[config.mk]
export PLATFORM = sky130hd
export DESIGN_NAME = pwm_dual_prescale
export DESIGN_NICKNAME = d
export VERILOG_FILES = /design/src/rtl/pwm_dp_pkg.sv /design/src/rtl/pwm_dp_regs.sv /design/src/rtl/pwm_dp_prescaler.sv /design/src/rtl/pwm_dp_counter.sv /design/src/rtl/pwm_dual_prescale.sv
export SDC_FILE = /design/constraint.sdc
export NUM_CORES = 1
export LEC_CHECK = 0
export ABC_AREA = 1
export ABC_CLOCK_PERIOD_IN_PS = 4100
export BUFFER_PORTS_ARGS = -buffer_cell sky130_fd_sc_hd__buf_2
export CAP_MARGIN = 20
export CELL_PAD_IN_SITES_DETAIL_PLACEMENT = 2
export CELL_PAD_IN_SITES_GLOBAL_PLACEMENT = 2
export CORE_ASPECT_RATIO = 0.75
export CORE_UTILIZATION = 40
export CTS_BUF_LIST = sky130_fd_sc_hd__clkbuf_8
export CTS_CLUSTER_DIAMETER = 100
export DETAILED_ROUTE_END_ITERATION = 6
export MAX_ROUTING_LAYER = met4
export PLACE_DENSITY_LB_ADDON = 0.1
export SLEW_MARGIN = 20
export SYNTH_ARGS = -nofsm -noshare
export SYNTH_HDL_FRONTEND = slang
export SYNTH_SLANG_ARGS = --single-unit
[constraint.sdc]
create_clock -name clk -period 4.1 [get_ports clk]
set_input_delay 0 -clock clk [delete_from_list [all_inputs] [get_ports clk]]
set_output_delay 0 -clock clk [all_outputs]
set_load 0.01 [all_outputs]
[src/rtl/pwm_dp_pkg.sv]
package pwm_dp_pkg;
  localparam int DATA_W = 16;
  localparam int ADDR_W = 2;
  localparam logic [ADDR_W-1:0] ADDR_CTRL = 2'd0;
  localparam logic [ADDR_W-1:0] ADDR_PER  = 2'd1;
  localparam logic [ADDR_W-1:0] ADDR_THR  = 2'd2;
  localparam int CTRL_EN_BIT  = 15;
  localparam int CTRL_SEL_BIT = 3;
endpackage

[src/rtl/pwm_dp_regs.sv]
module pwm_dp_regs
  import pwm_dp_pkg::*;
#(
  parameter int CNT_W = 13,
  parameter int THR_W = 14,
  parameter int EXP_W = 3
) (
  input  logic              clk,
  input  logic              rst,
  input  logic              wr_en,
  input  logic [ADDR_W-1:0] wr_addr,
  input  logic [DATA_W-1:0] wr_data,
  input  logic              reload,
  output logic              run,
  output logic [CNT_W-1:0]  act_per,
  output logic [THR_W-1:0]  act_thr,
  output logic [EXP_W-1:0]  act_exp,
  output logic              act_sel
);
  logic             stg_en, stg_sel;
  logic [EXP_W-1:0] stg_exp;
  logic [CNT_W-1:0] stg_per;
  logic [THR_W-1:0] stg_thr;

  logic             nxt_en, nxt_sel;
  logic [EXP_W-1:0] nxt_exp;
  logic [CNT_W-1:0] nxt_per;
  logic [THR_W-1:0] nxt_thr;

  always_comb begin
    nxt_en  = stg_en;
    nxt_sel = stg_sel;
    nxt_exp = stg_exp;
    nxt_per = stg_per;
    nxt_thr = stg_thr;
    if (wr_en) begin
      unique case (wr_addr)
        ADDR_CTRL: begin
          nxt_en  = wr_data[CTRL_EN_BIT];
          nxt_sel = wr_data[CTRL_SEL_BIT];
          nxt_exp = wr_data[EXP_W-1:0];
        end
        ADDR_PER: nxt_per = wr_data[CNT_W-1:0];
        ADDR_THR: nxt_thr = wr_data[THR_W-1:0];
        default: ;
      endcase
    end
  end

  always_ff @(posedge clk) begin
    if (rst) begin
      stg_en  <= 1'b0;
      stg_sel <= 1'b0;
      stg_exp <= '0;
      stg_per <= '0;
      stg_thr <= '0;
    end else begin
      stg_en  <= nxt_en;
      stg_sel <= nxt_sel;
      stg_exp <= nxt_exp;
      stg_per <= nxt_per;
      stg_thr <= nxt_thr;
    end
  end

  // Working copies follow staging while idle, otherwise only at the wrap
  always_ff @(posedge clk) begin
    if (rst) begin
      act_sel <= 1'b0;
      act_exp <= '0;
      act_per <= '0;
      act_thr <= '0;
    end else if (!stg_en || reload) begin
      act_sel <= nxt_sel;
      act_exp <= nxt_exp;
      act_per <= nxt_per;
      act_thr <= nxt_thr;
    end
  end

  assign run = stg_en;

  AST_ACT_HOLD: assert property (@(posedge clk) disable iff (rst)
    (stg_en && !reload) |=> ($stable(act_per) && $stable(act_thr) && $stable(act_exp) && $stable(act_sel)));
endmodule

[src/rtl/pwm_dp_prescaler.sv]
module pwm_dp_prescaler #(
  parameter int EXP_W   = 3,
  parameter int FIX_DIV = 1625
) (
  input  logic             clk,
  input  logic             rst,
  input  logic             restart,
  input  logic             sel,
  input  logic [EXP_W-1:0] exp_sel,
  output logic             tick
);
  localparam int FIX_W = $clog2(FIX_DIV);
  localparam int POW_W = (1 << EXP_W) - 1;
  localparam logic [FIX_W-1:0] FIX_LAST = FIX_W'(FIX_DIV - 1);

  logic [FIX_W-1:0] fix_cnt;
  logic [POW_W-1:0] pow_cnt;
  logic [POW_W-1:0] mask;
  logic             fix_pulse;
  logic             pow_hit;

  assign fix_pulse = sel ? (fix_cnt == FIX_LAST) : 1'b1;

  always_ff @(posedge clk) begin
    if (rst || restart || !sel) begin
      fix_cnt <= '0;
    end else if (fix_cnt == FIX_LAST) begin
      fix_cnt <= '0;
    end else begin
      fix_cnt <= fix_cnt + 1'b1;
    end
  end

  for (genvar i = 0; i < POW_W; i++) begin : g_mask
    localparam logic [EXP_W:0] IDX = (EXP_W+1)'(i);
    assign mask[i] = IDX < {1'b0, exp_sel};
  end

  assign pow_hit = &(pow_cnt | ~mask);

  always_ff @(posedge clk) begin
    if (rst || restart) begin
      pow_cnt <= '0;
    end else if (fix_pulse) begin
      pow_cnt <= pow_cnt + 1'b1;
    end
  end

  assign tick = fix_pulse && pow_hit;

  AST_FIX_RANGE: assert property (@(posedge clk) disable iff (rst)
    fix_cnt <= FIX_LAST);
  AST_TICK_SPACED: assert property (@(posedge clk) disable iff (rst)
    (tick && !restart && (exp_sel != '0 || sel)) |=> !tick);
endmodule

[src/rtl/pwm_dp_counter.sv]
module pwm_dp_counter #(
  parameter int CNT_W = 13,
  parameter int THR_W = 14
) (
  input  logic             clk,
  input  logic             rst,
  input  logic             run,
  input  logic             tick,
  input  logic [CNT_W-1:0] per,
  input  logic [THR_W-1:0] thr,
  output logic             wrap,
  output logic             pwm_out
);
  logic [CNT_W-1:0] cnt;

  assign wrap = run && tick && (cnt == per);

  always_ff @(posedge clk) begin
    if (rst || !run) begin
      cnt <= '0;
    end else if (tick) begin
      cnt <= wrap ? '0 : cnt + 1'b1;
    end
  end

  always_ff @(posedge clk) begin
    if (rst) begin
      pwm_out <= 1'b0;
    end else begin
      pwm_out <= run && ({{(THR_W-CNT_W){1'b0}}, cnt} < thr);
    end
  end

  AST_CNT_BOUND: assert property (@(posedge clk) disable iff (rst)
    run |-> (cnt <= per));
  AST_OFF_LOW: assert property (@(posedge clk) disable iff (rst)
    !run |=> !pwm_out);
  AST_ZERO_THR: assert property (@(posedge clk) disable iff (rst)
    (run && thr == '0) |=> !pwm_out);
  AST_FULL_THR: assert property (@(posedge clk) disable iff (rst)
    (run && thr > {1'b0, per}) |=> pwm_out);
endmodule

[src/rtl/pwm_dual_prescale.sv]
module pwm_dual_prescale
  import pwm_dp_pkg::*;
#(
  parameter int CNT_W   = 13,
  parameter int EXP_W   = 3,
  parameter int FIX_DIV = 1625
) (
  input  logic              clk,
  input  logic              rst,
  input  logic              wr_en,
  input  logic [ADDR_W-1:0] wr_addr,
  input  logic [DATA_W-1:0] wr_data,
  output logic              pwm_out
);
  localparam int THR_W = CNT_W + 1;

  logic             run, act_sel, tick, wrap;
  logic [CNT_W-1:0] act_per;
  logic [THR_W-1:0] act_thr;
  logic [EXP_W-1:0] act_exp;

  pwm_dp_regs #(.CNT_W(CNT_W), .THR_W(THR_W), .EXP_W(EXP_W)) regs_i (
    .clk(clk), .rst(rst), .wr_en(wr_en), .wr_addr(wr_addr), .wr_data(wr_data),
    .reload(wrap), .run(run), .act_per(act_per), .act_thr(act_thr),
    .act_exp(act_exp), .act_sel(act_sel)
  );

  pwm_dp_prescaler #(.EXP_W(EXP_W), .FIX_DIV(FIX_DIV)) presc_i (
    .clk(clk), .rst(rst), .restart(!run || wrap), .sel(act_sel),
    .exp_sel(act_exp), .tick(tick)
  );

  pwm_dp_counter #(.CNT_W(CNT_W), .THR_W(THR_W)) cnt_i (
    .clk(clk), .rst(rst), .run(run), .tick(tick), .per(act_per),
    .thr(act_thr), .wrap(wrap), .pwm_out(pwm_out)
  );

  AST_RST_LOW: assert property (@(posedge clk) rst |=> !pwm_out);
endmodule

==> impl_metrics.json, run 1 <==
{
  "gr-total-overflow": 0,
  "boundaryPins": 22,
  "fin_area_mm2": 0.00541,
  "min_to": "regs_i.stg_thr[0]",
  "drt_iter0_drc": 134,
  "cp.arrival_ns": 3.11,
  "ant_nets": 0,
  "cp-end-kind": "flip-flop",
  "synthSimpleGateAreaFrac": 0.299,
  "vias": 4292,
  "regToRegSetupSlack_ns": 1.28,
  "setup_slack_ns": 1.28,
  "place_ws_ns": 1.27,
  "dieArea_mm2": 0.0125,
  "yosys_warnings": 0,
  "worstMarginPinSlew_ns": 1.03,
  "path_clk_slew_ns": 0.10,
  "crit_required_ns": 4.39,
  "status": "complete, no violations",
  "yosys.cell_types.count": 31,
  "cts.sinks": 95,
  "synth_area_per_cell_um2": 7.43,
  "max_cap_violations": 0,
  "clockRootBuffer": "clkbuf_8",
  "std_cell_rows": 34,
  "fin_hold_ws_ns": 0.112,
  "place_area_mm2": 0.00503,
  "start_util": 0.414,
  "first_global_vias": 4978,
  "final_nets": 712,
  "top_usage_layer": "met2",
  "cts_buffer_depth": 2,
  "cts_buffers": 9,
  "p_per_area_mw_per_mm2": 369,
  "avgRoutedWirePerCell_um": 18.5,
  "place_congestion": 0.819,
  "syn_area_mm2": 0.00482,
  "hp-start": "rst",
  "r2r_cells": 12,
  "coreArea_mm2": 0.0117,
  "grt_pass1_wl_um": 25800,
  "synth_top_area_share": 0.394,
  "finalPower_mw": 1.99,
  "crit_family": "simple AND/OR/NAND/NOR gates",
  "die_y_um": 97.1,
  "io_buffers": 20,
  "dp_cells": 811,
  "hold_path.class": "in2reg",
  "grt_max_degree": 60,
  "drc_errors": 0,
  "r2r-end": "presc_i.fix_cnt[0]",
  "fin_crit_ns": 2.82,
  "drive_gt1_frac": 0.107,
  "peakVddDrop_v": 0.000159,
  "critical_path.max_fanout": 57,
  "synth_mux_area_frac": 0.0519,
  "syn_to_final_growth_pct": 12.1,
  "maxSlewViolCount": 0,
  "worst-setup-path-type": "reg2reg",
  "slowest_delay_ns": 0.59,
  "synth-compound-area-share": 0.0755,
  "syn-num-nets": 686,
  "finClkSkew_ns": 0.00973,
  "synthTopCellsByArea": "dfxtp_1, nand2_1, nor2_1",
  "firstDrtPassIters": 4,
  "postCtsSetupBuffers": 0,
  "grt.met2_usage": 0.491,
  "finalHoldViolCount": 0,
  "fmax_mhz": 355,
  "seq_area_frac_synth": 0.394,
  "cts.repair.resized": 0,
  "critical_path_buf_inv_count": 3,
  "period_share": 0.687,
  "layoutNonFillerInstCount": 843,
  "startpoint_type": "flip-flop",
  "synth-xor-area-share": 0.0418,
  "slew_headroom": 0.309,
  "rsz0062_at_grt": "no",
  "final_core_util": 0.464,
  "antenna_found_initial": 1,
  "yosysTopAreaCell": "dfxtp_1",
  "totalNegativeSetupSlack_ns": 0,
  "synthCells": 649,
  "hpwl_um": 10400,
  "critPathMostFrequentCell": "nor2_1",
  "vias_per_cell": 5.09,
  "tritoncts": "done",
  "leakage_nw": 2.36,
  "critical_path.slowest_cell": "nand4_1",
  "synth_top_family_by_area": "simple AND/OR/NAND/NOR gates",
  "insertion_delay_ns": 0.37,
  "regToRegStartpoint": "presc_i.fix_cnt[0]",
  "totalWireLength_um": 15600,
  "grt_use_met1": 0.323,
  "min_path_cells": 2,
  "h-tree-depth": 3,
  "synthAdderAreaFrac": 0.0415,
  "chipWidth_um": 129,
  "synth_seq_cells": 95,
  "path_cells": "inv_1 > ha_1 > nand2_1 > nor2_1 > nand3_1 > nand2_4 > inv_4 > nor2_4 > nand2_2 > buf_4 > nand4_1 > nor2_1",
  "setup_viol_count_final": 0,
  "fill_cells": 1381,
  "grt_util_met3": 0.0424,
  "grt_usage": 0.276,
  "hold_buffers": 15
}
how the worst max path moves through the flow:
stage / endpoint / depth (start not counted) / start
after global placement: presc_i.fix_cnt[0] / 12 / presc_i.fix_cnt[0]
after global routing: presc_i.fix_cnt[0] / 12 / presc_i.fix_cnt[0]
after CTS: presc_i.fix_cnt[1] / 12 / presc_i.fix_cnt[0]
after detailed placement: presc_i.fix_cnt[1] / 12 / presc_i.fix_cnt[0]
after floorplan: presc_i.fix_cnt[0] / 13 / presc_i.fix_cnt[0]
final: presc_i.fix_cnt[0] / 12 / presc_i.fix_cnt[0]
flip-flops by register name, indices dropped and copies added (netlist names):
name             count
regs_i.stg_thr      14
presc_i.fix_cnt     11
regs_i.act_per      13
regs_i.act_exp       3
cnt_i.cnt           13
regs_i.act_sel       1
regs_i.run           1
presc_i.pow_cnt      7
regs_i.act_thr      14
regs_i.stg_sel       1
regs_i.stg_per      13
regs_i.stg_exp       3
cnt_i.pwm_out        1
layout make-up:
| type | instances | area [µm²] | area share |
|---|---|---|---|
| clock buffers | 10 | 138 | 0.0255 |
| clock inverters | 6 | 83.8 | 0.0155 |
| repair buffers | 40 | 288 | 0.0532 |
| multi-input cells | 444 | 2470 | 0.457 |
| inverters | 85 | 322 | 0.0595 |
| diodes | 1 | 2.50 | 0.000463 |
| flip-flops and latches | 95 | 1900 | 0.352 |
| well taps | 162 | 203 | 0.0375 |
routing by layer:
layer / wire length, µm / part of all wire
met1: 7020 / 0.45
met2: 8070 / 0.52
met3: 293 / 0.019
met4: 201 / 0.013
met5: 0 / 0
layout by cell type (no fill, tap or decap), types with 11 or more instances in the layout:
| cell type | count |
|---|---|
| mux2i_1 | 25 |
| nand3_1 | 31 |
| dlygate4sd3_1 | 15 |
| a21boi_0 | 19 |
| ha_1 | 16 |
| o21ai_0 | 14 |
| a21oi_1 | 16 |
| dfxtp_1 | 94 |
| nor2_1 | 113 |
| nand2_1 | 128 |
| buf_2 | 20 |
| inv_1 | 79 |
| nor3_1 | 11 |
| nand3_2 | 19 |
| xor2_1 | 14 |
power breakdown:
part	total [mW]	internal [mW]	switching, mW
registers	0.974	0.956	0.0178
clock network	0.709	0.359	0.350
logic	0.310	0.101	0.209
total	1.99	1.42	0.577
synthesized netlist by cell type:
cell	instances
nand2_1	128
nor2_1	113
dfxtp_1	95
inv_1	79
nand3_1	31
mux2i_1	25
a21boi_0	19
nand3_2	19
a21oi_1	16
ha_1	16
o21ai_0	14
xor2_1	14
nor3_1	12
clkbuf_1	10
nand4_1	10
buf_2	9
xnor2_1	9
a21boi_1	7
inv_2	5
buf_6	4
and2_1	2
buf_4	2
nand3b_1	2
and3_1	1
inv_4	1
nand2_2	1
nand2_4	1
nor2_4	1
o211ai_1	1
o21bai_2	1
or2_2	1
kinds of logic (layout without fill, tap and decap cells):
| logic type | Yosys count | in the layout |
|---|---|---|
| and+or+nand+nor | 322 | 322 |
| xor gates and xnor gates | 23 | 23 |
| other | 0 | 1 |
| buffers and inverters | 110 | 141 |
| muxes | 25 | 25 |
| AOI/OAI and AO/OA | 58 | 58 |
| DFF | 95 | 95 |
| adders and majority gates | 16 | 16 |
Power figures use the tool's default switching activity.
==> run 2: changes to the inputs <==
Settings changed: ABC_AREA 1 to 0, ABC_CLOCK_PERIOD_IN_PS 4100 to 2300, CORE_UTILIZATION 40 to 36.
Clock period 4.1 ns to 2.3 ns, I/O delays scaled along.
==> run 2 against run 1 <==
Effect of this change: critical path depth down 3; clock-buffer cell count is the same; cell count down 25%; synthesized cell count down 33%; non-clock buffer count grew 25; fmax increased by 29%; core utilization decreased by 0.78 points; total power rose by 58%; combinational power fell by 17%; sequential power is 77% higher; via count is 22% lower; largest power group unchanged; highest routed layer unchanged.
==> impl_metrics.json, run 2 <==
{
  "syn-num-nets": 474,
  "cts.sinks": 95,
  "synth_top_area_share": 0.474,
  "diodes": 0,
  "h-tree-depth": 3,
  "totalWireLength_um": 11500,
  "setup_slack_ns": 0.115,
  "synth_top_family_by_area": "simple AND/OR/NAND/NOR gates",
  "ant_nets": 0,
  "maxSlewViolCount": 0,
  "place_congestion": 0.762,
  "syn_area_mm2": 0.00402,
  "layoutNonFillerInstCount": 635,
  "finalHoldViolCount": 0,
  "hpwl_um": 8390,
  "peakVddDrop_v": 0.000357,
  "critical_path.slowest_cell": "o41a_1",
  "critical_path.max_fanout": 14,
  "fin_crit_ns": 2.18,
  "swShare": 0.255,
  "synth_mux_area_frac": 0.0150,
  "synthTopCellsByArea": "dfxtp_1, o22a_1, xor2_1",
  "synthCells": 437,
  "avgRoutedWirePerCell_um": 18.1,
  "min_path_cells": 2,
  "fin_hold_ws_ns": 0.0172,
  "dp_cells": 604,
  "die_y_um": 93.5,
  "grt_usage": 0.228,
  "io_buffers": 20,
  "vias_per_cell": 5.28,
  "yosys.cell_types.count": 45,
  "final_nets": 531,
  "synth_flop_cell": "dfxtp_1",
  "std_cell_rows": 32,
  "drt_iter0_drc": 129,
  "final_common_cell": "dfxtp_1",
  "synth_commonest_cells": "dfxtp_1, nand2_1, a21oi_1, nor2_1",
  "setup_viol_count_final": 0,
  "worstMarginPinSlew_ns": 0.633,
  "period_share": 0.950,
  "fill_cells": 1174,
  "synth_area_per_cell_um2": 9.19,
  "crit_start": "presc_i.fix_cnt[1]",
  "fmax_mhz": 458,
  "p_per_area_mw_per_mm2": 652,
  "seqPwrFrac": 0.548,
  "place_area_mm2": 0.00446,
  "yosysTopAreaCell": "dfxtp_1",
  "synth-async-reset-ratio": 0,
  "postCtsSetupBuffers": 0,
  "drive_gt1_frac": 0.146,
  "dieArea_mm2": 0.0116,
  "internal_power_mw": 2.34,
  "drc_errors": 0,
  "r2r_cells": 9,
  "synth_edf_count": 0,
  "cts_buffers": 9,
  "p_comb_frac": 0.082,
  "grt_max_degree": 29,
  "synth-compound-area-share": 0.168,
  "slew_headroom": 0.577,
  "fin_area_mm2": 0.00482,
  "cts_buffer_depth": 2,
  "regToRegStartpoint": "presc_i.fix_cnt[1]",
  "chipWidth_um": 124,
  "clockPowerShare": 0.370,
  "slowest_delay_ns": 0.47,
  "grt_pass1_wl_um": 19200,
  "top_regs": "regs_i.act_thr x14, regs_i.stg_thr x14",
  "startpoint_type": "flip-flop",
  "finClkSkew_ns": 0.0127,
  "min_to": "regs_i.run",
  "totalNegativeSetupSlack_ns": 0,
  "finalPower_mw": 3.14,
  "crit_required_ns": 2.56,
  "synth-xor-area-share": 0.0720,
  "final_core_util": 0.456,
  "path_clk_slew_ns": 0.09,
  "cp-end-kind": "flip-flop",
  "coreArea_mm2": 0.0106,
  "regToRegSetupSlack_ns": 0.12,
  "gr-total-overflow": 0,
  "synthAdderAreaFrac": 0.0499,
  "path_cells": "inv_1 > ha_1 > nand2_1 > o41a_1 > o41ai_4 > buf_4 > or2_1 > buf_12 > a21oi_1",
  "r2r-end": "cnt_i.cnt[12]",
  "synthSimpleGateAreaFrac": 0.186,
  "first_global_vias": 3656,
  "start_util": 0.380,
  "yosys_warnings": 0,
  "hold_path.class": "in2reg",
  "synth.most_common_cell": "dfxtp_1",
  "worst-setup-path-type": "reg2reg",
  "clockRootBuffer": "clkbuf_8",
  "place_ws_ns": 0.0754,
  "crit_family": "compound AO/OA/AOI/OAI gates",
  "rsz0062_at_grt": "no",
  "critical_path_buf_inv_count": 3,
  "final_cell_mix": "dfxtp_1, nand2_1, a21oi_1",
  "boundaryPins": 22,
  "status": "complete, no violations",
  "seq_area_frac_synth": 0.474,
  "cp.arrival_ns": 2.44,
  "insertion_delay_ns": 0.38,
  "power_switching_uw": 801,
  "leakage_nw": 1.90,
  "hp-start": "rst",
  "syn_to_final_growth_pct": 20.1,
  "antenna_found_initial": 0,
  "max_cap_violations": 0,
  "synth_seq_cells": 95,
  "tritoncts": "done",
  "vias": 3353,
  "firstDrtPassIters": 4
}
run 2: cell types whose count changed in the layout (fill, tap and decap cells not counted), moves of 17 or more:
cell / previous run / this run
a21oi_1: 16 / 40
inv_1: 79 / 17
nand3_2: 19 / 0
a21boi_0: 19 / 1
o22a_1: 0 / 31
nand3_1: 31 / 8
xor2_1: 14 / 31
mux2i_1: 25 / 6
nand2_1: 128 / 65
buf_4: 5 / 27
nor2_1: 113 / 33
run 2: layout make-up:
type | count | area (µm²) | area share
flip-flops and latches | 95 | 1900 | 0.394
clock buffers | 10 | 138 | 0.0285
repair buffers | 65 | 504 | 0.105
multi-input cells | 306 | 1980 | 0.410
inverters | 17 | 63.8 | 0.0132
clock inverters | 6 | 67.6 | 0.0140
well taps | 136 | 170 | 0.0353
run 2: how the worst max path moves through the flow:
stage	slack, ns	depth (start not counted)	to
floorplan	0.18	8	regs_i.act_exp[0]
detailed placement	0.08	8	regs_i.act_thr[6]
CTS	0.04	8	regs_i.act_per[6]
finish	0.12	9	cnt_i.cnt[12]
global placement	0.16	8	regs_i.act_thr[8]
global route	0.0006	9	cnt_i.cnt[2]
run 2: kinds of logic after synthesis:
family | after synthesis
flops | 95
mux | 6
compound gates | 94
buf+inv | 36
fa+ha+maj | 16
simple gates | 157
xor+xnor | 33
run 2: power by group through the flow:
stage / sequential [mW] / clock (mW) / combinational, mW
3_5_place_dp: 1.76 / 0 / 0.235
5_1_grt: 1.73 / 1.26 / 0.286
3_3_place_gp: 1.76 / 0 / 0.225
4_1_cts: 1.72 / 1.19 / 0.257
2_1_floorplan: 1.75 / 0 / 0.145
6_report: 1.72 / 1.16 / 0.257
run 2: per-layer routing:
layer,GRT usage,part of all wire
met4,0.0635,0.013
met3,0.0433,0.020
met1,0.298,0.50
met5,-,0
met2,0.360,0.47
run 2: what timing repair did:
| action | 4_1_cts | 5_1_grt |
|---|---|---|
| resized for setup | 0 | 1 |
| setup endpoints to repair | 0 | 27 |
| hold endpoints to repair | 29 | 0 |
| hold buffers | 15 | 0 |
==> run 3: changes to the inputs <==
Settings changed: ABC_CLOCK_PERIOD_IN_PS 2300 to 2500, CORE_ASPECT_RATIO 0.75 to 1.4, CORE_UTILIZATION 36 to 40, SKIP_CTS_REPAIR_TIMING set to 1.
Clock period 2.3 ns to 2.5 ns, I/O delays scaled along.
==> run 3 against run 2 <==
Effect of this change: via count about the same; clock-buffer cell count down 1; flip-flop and latch count unchanged; register-to-register slack better by 0.08 ns; total power down 6.9%; critical endpoint is now regs_i.act_per[11]; largest cell class unchanged; highest routed layer unchanged.
==> impl_metrics.json, run 3 (synthesis results as in run 2) <==
{
  "grt_max_degree": 33,
  "final_common_cell": "dfxtp_1",
  "grt_use_met1": 0.265,
  "totalWireLength_um": 11400,
  "maxSlewViolCount": 0,
  "leakage_nw": 1.81,
  "critical_path.slowest_cell": "o41a_1",
  "h-tree-depth": 3,
  "path_clk_slew_ns": 0.09,
  "grt_util_met3": 0.0341,
  "critical_path.max_fanout": 26,
  "top_usage_layer": "met2",
  "vias": 3352,
  "hold_path.class": "in2reg",
  "setup_viol_count_final": 0,
  "coreArea_mm2": 0.00962,
  "cp-end-kind": "flip-flop",
  "dieArea_mm2": 0.0104,
  "clockRootBuffer": "clkbuf_8",
  "grt_usage": 0.238,
  "fin_hold_ws_ns": 0.109,
  "slew_headroom": 0.585,
  "drc_errors": 0,
  "p_per_area_mw_per_mm2": 623,
  "max_cap_violations": 0,
  "io_buffers": 20,
  "final_cell_mix": "dfxtp_1, nand2_1, a21oi_1",
  "fin_crit_ns": 2.30,
  "cp.arrival_ns": 2.62,
  "worstMarginPinSlew_ns": 0.621,
  "drive_gt1_frac": 0.112,
  "period_share": 0.920,
  "layoutNonFillerInstCount": 613,
  "die_y_um": 121,
  "dp_cells": 583,
  "grt.met2_usage": 0.414,
  "totalNegativeSetupSlack_ns": 0,
  "hpwl_um": 8120,
  "insertion_delay_ns": 0.38,
  "chipWidth_um": 86.7,
  "diodes": 0,
  "swShare": 0.244,
  "startpoint_type": "flip-flop",
  "status": "complete, no violations",
  "internal_power_mw": 2.21,
  "fmax_mhz": 435,
  "finClkSkew_ns": 0.0130,
  "finalHoldViolCount": 0,
  "antenna_found_initial": 0,
  "avgRoutedWirePerCell_um": 18.6,
  "p_comb_frac": 0.079,
  "std_cell_rows": 42,
  "top_regs": "regs_i.act_thr x14, regs_i.stg_thr x14",
  "gr-total-overflow": 0,
  "power_switching_uw": 715,
  "peakVddDrop_v": 0.000351,
  "ant_nets": 0,
  "worst-setup-path-type": "reg2reg",
  "drt_iter0_drc": 84,
  "cts_buffer_depth": 2,
  "setup_slack_ns": 0.200,
  "cts.sinks": 95,
  "slowest_delay_ns": 0.51,
  "first_global_vias": 3634,
  "crit_required_ns": 2.82,
  "boundaryPins": 22,
  "seqPwrFrac": 0.542,
  "vias_per_cell": 5.47,
  "rsz0062_at_grt": "no",
  "place_ws_ns": 0.203,
  "start_util": 0.418,
  "place_congestion": 0.760,
  "cts_buffers": 9,
  "clockPowerShare": 0.379,
  "grt_pass1_wl_um": 18100,
  "final_nets": 515,
  "syn_to_final_growth_pct": 17.0,
  "firstDrtPassIters": 4,
  "fill_cells": 1059,
  "path_cells": "inv_1 > ha_1 > nand2_1 > o41a_1 > o41ai_4 > buf_4 > o22a_1",
  "tritoncts": "done",
  "final_core_util": 0.488
}
-- run 3: worst paths after layout --
check                startpoint                 end  slack [ns]  cells after the start
max          presc_i.fix_cnt[0]  regs_i.act_per[11]        0.20                      7
min                  wr_addr[0]   regs_i.stg_thr[3]        0.11                      4
max reg2reg  presc_i.fix_cnt[0]  regs_i.act_per[11]        0.20                      7
min reg2reg   regs_i.stg_thr[4]   regs_i.stg_thr[4]        0.47                      2
-- run 3: worst max-delay path, delay by kind of cell, from the launching register on --
| kind | cells | cell delay (ns) |
|---|---|---|
| AO/OA/AOI/OAI | 3 | 1.15 |
| adder cells (fa/ha/maj) | 1 | 0.18 |
| buffers and inverters | 2 | 0.46 |
| flip-flops | 1 | 0.36 |
| AND/OR/NAND/NOR | 1 | 0.09 |
-- run 3: area by class of cell --
class	count	area, µm²	share of cell area
Sequential cell	95	1900	0.405
Inverter	17	63.8	0.0136
Multi-Input combinational cell	306	1980	0.421
Tap cell	132	165	0.0352
Clock inverter	5	83.8	0.0178
Clock buffer	9	124	0.0264
Timing Repair Buffer	49	383	0.0815
-- run 3: stage by stage --
stage | area [µm²] | total power, mW
after detailed placement | 4330 | 1.83
after global placement | 4330 | 1.82
after floorplan | 4020 | 1.74
after global routing | 4700 | 3.03
final | 4700 | 2.93
after CTS | 4540 | 2.94
-- run 3: per-layer routing --
| metal | routed length [µm] | vias up |
|---|---|---|
| li1 | - | 1603 |
| met1 | 4900 | 1682 |
| met2 | 5980 | 42 |
| met3 | 208 | 25 |
| met4 | 314 | 0 |
| met5 | 0 | - |
-- run 3: power by group through the flow --
stage	logic, mW	registers, mW	clock network (mW)
final	0.232	1.59	1.11
after global placement	0.200	1.62	0
after CTS	0.214	1.59	1.14
after detailed placement	0.211	1.62	0
after floorplan	0.134	1.61	0
after global routing	0.256	1.59	1.19
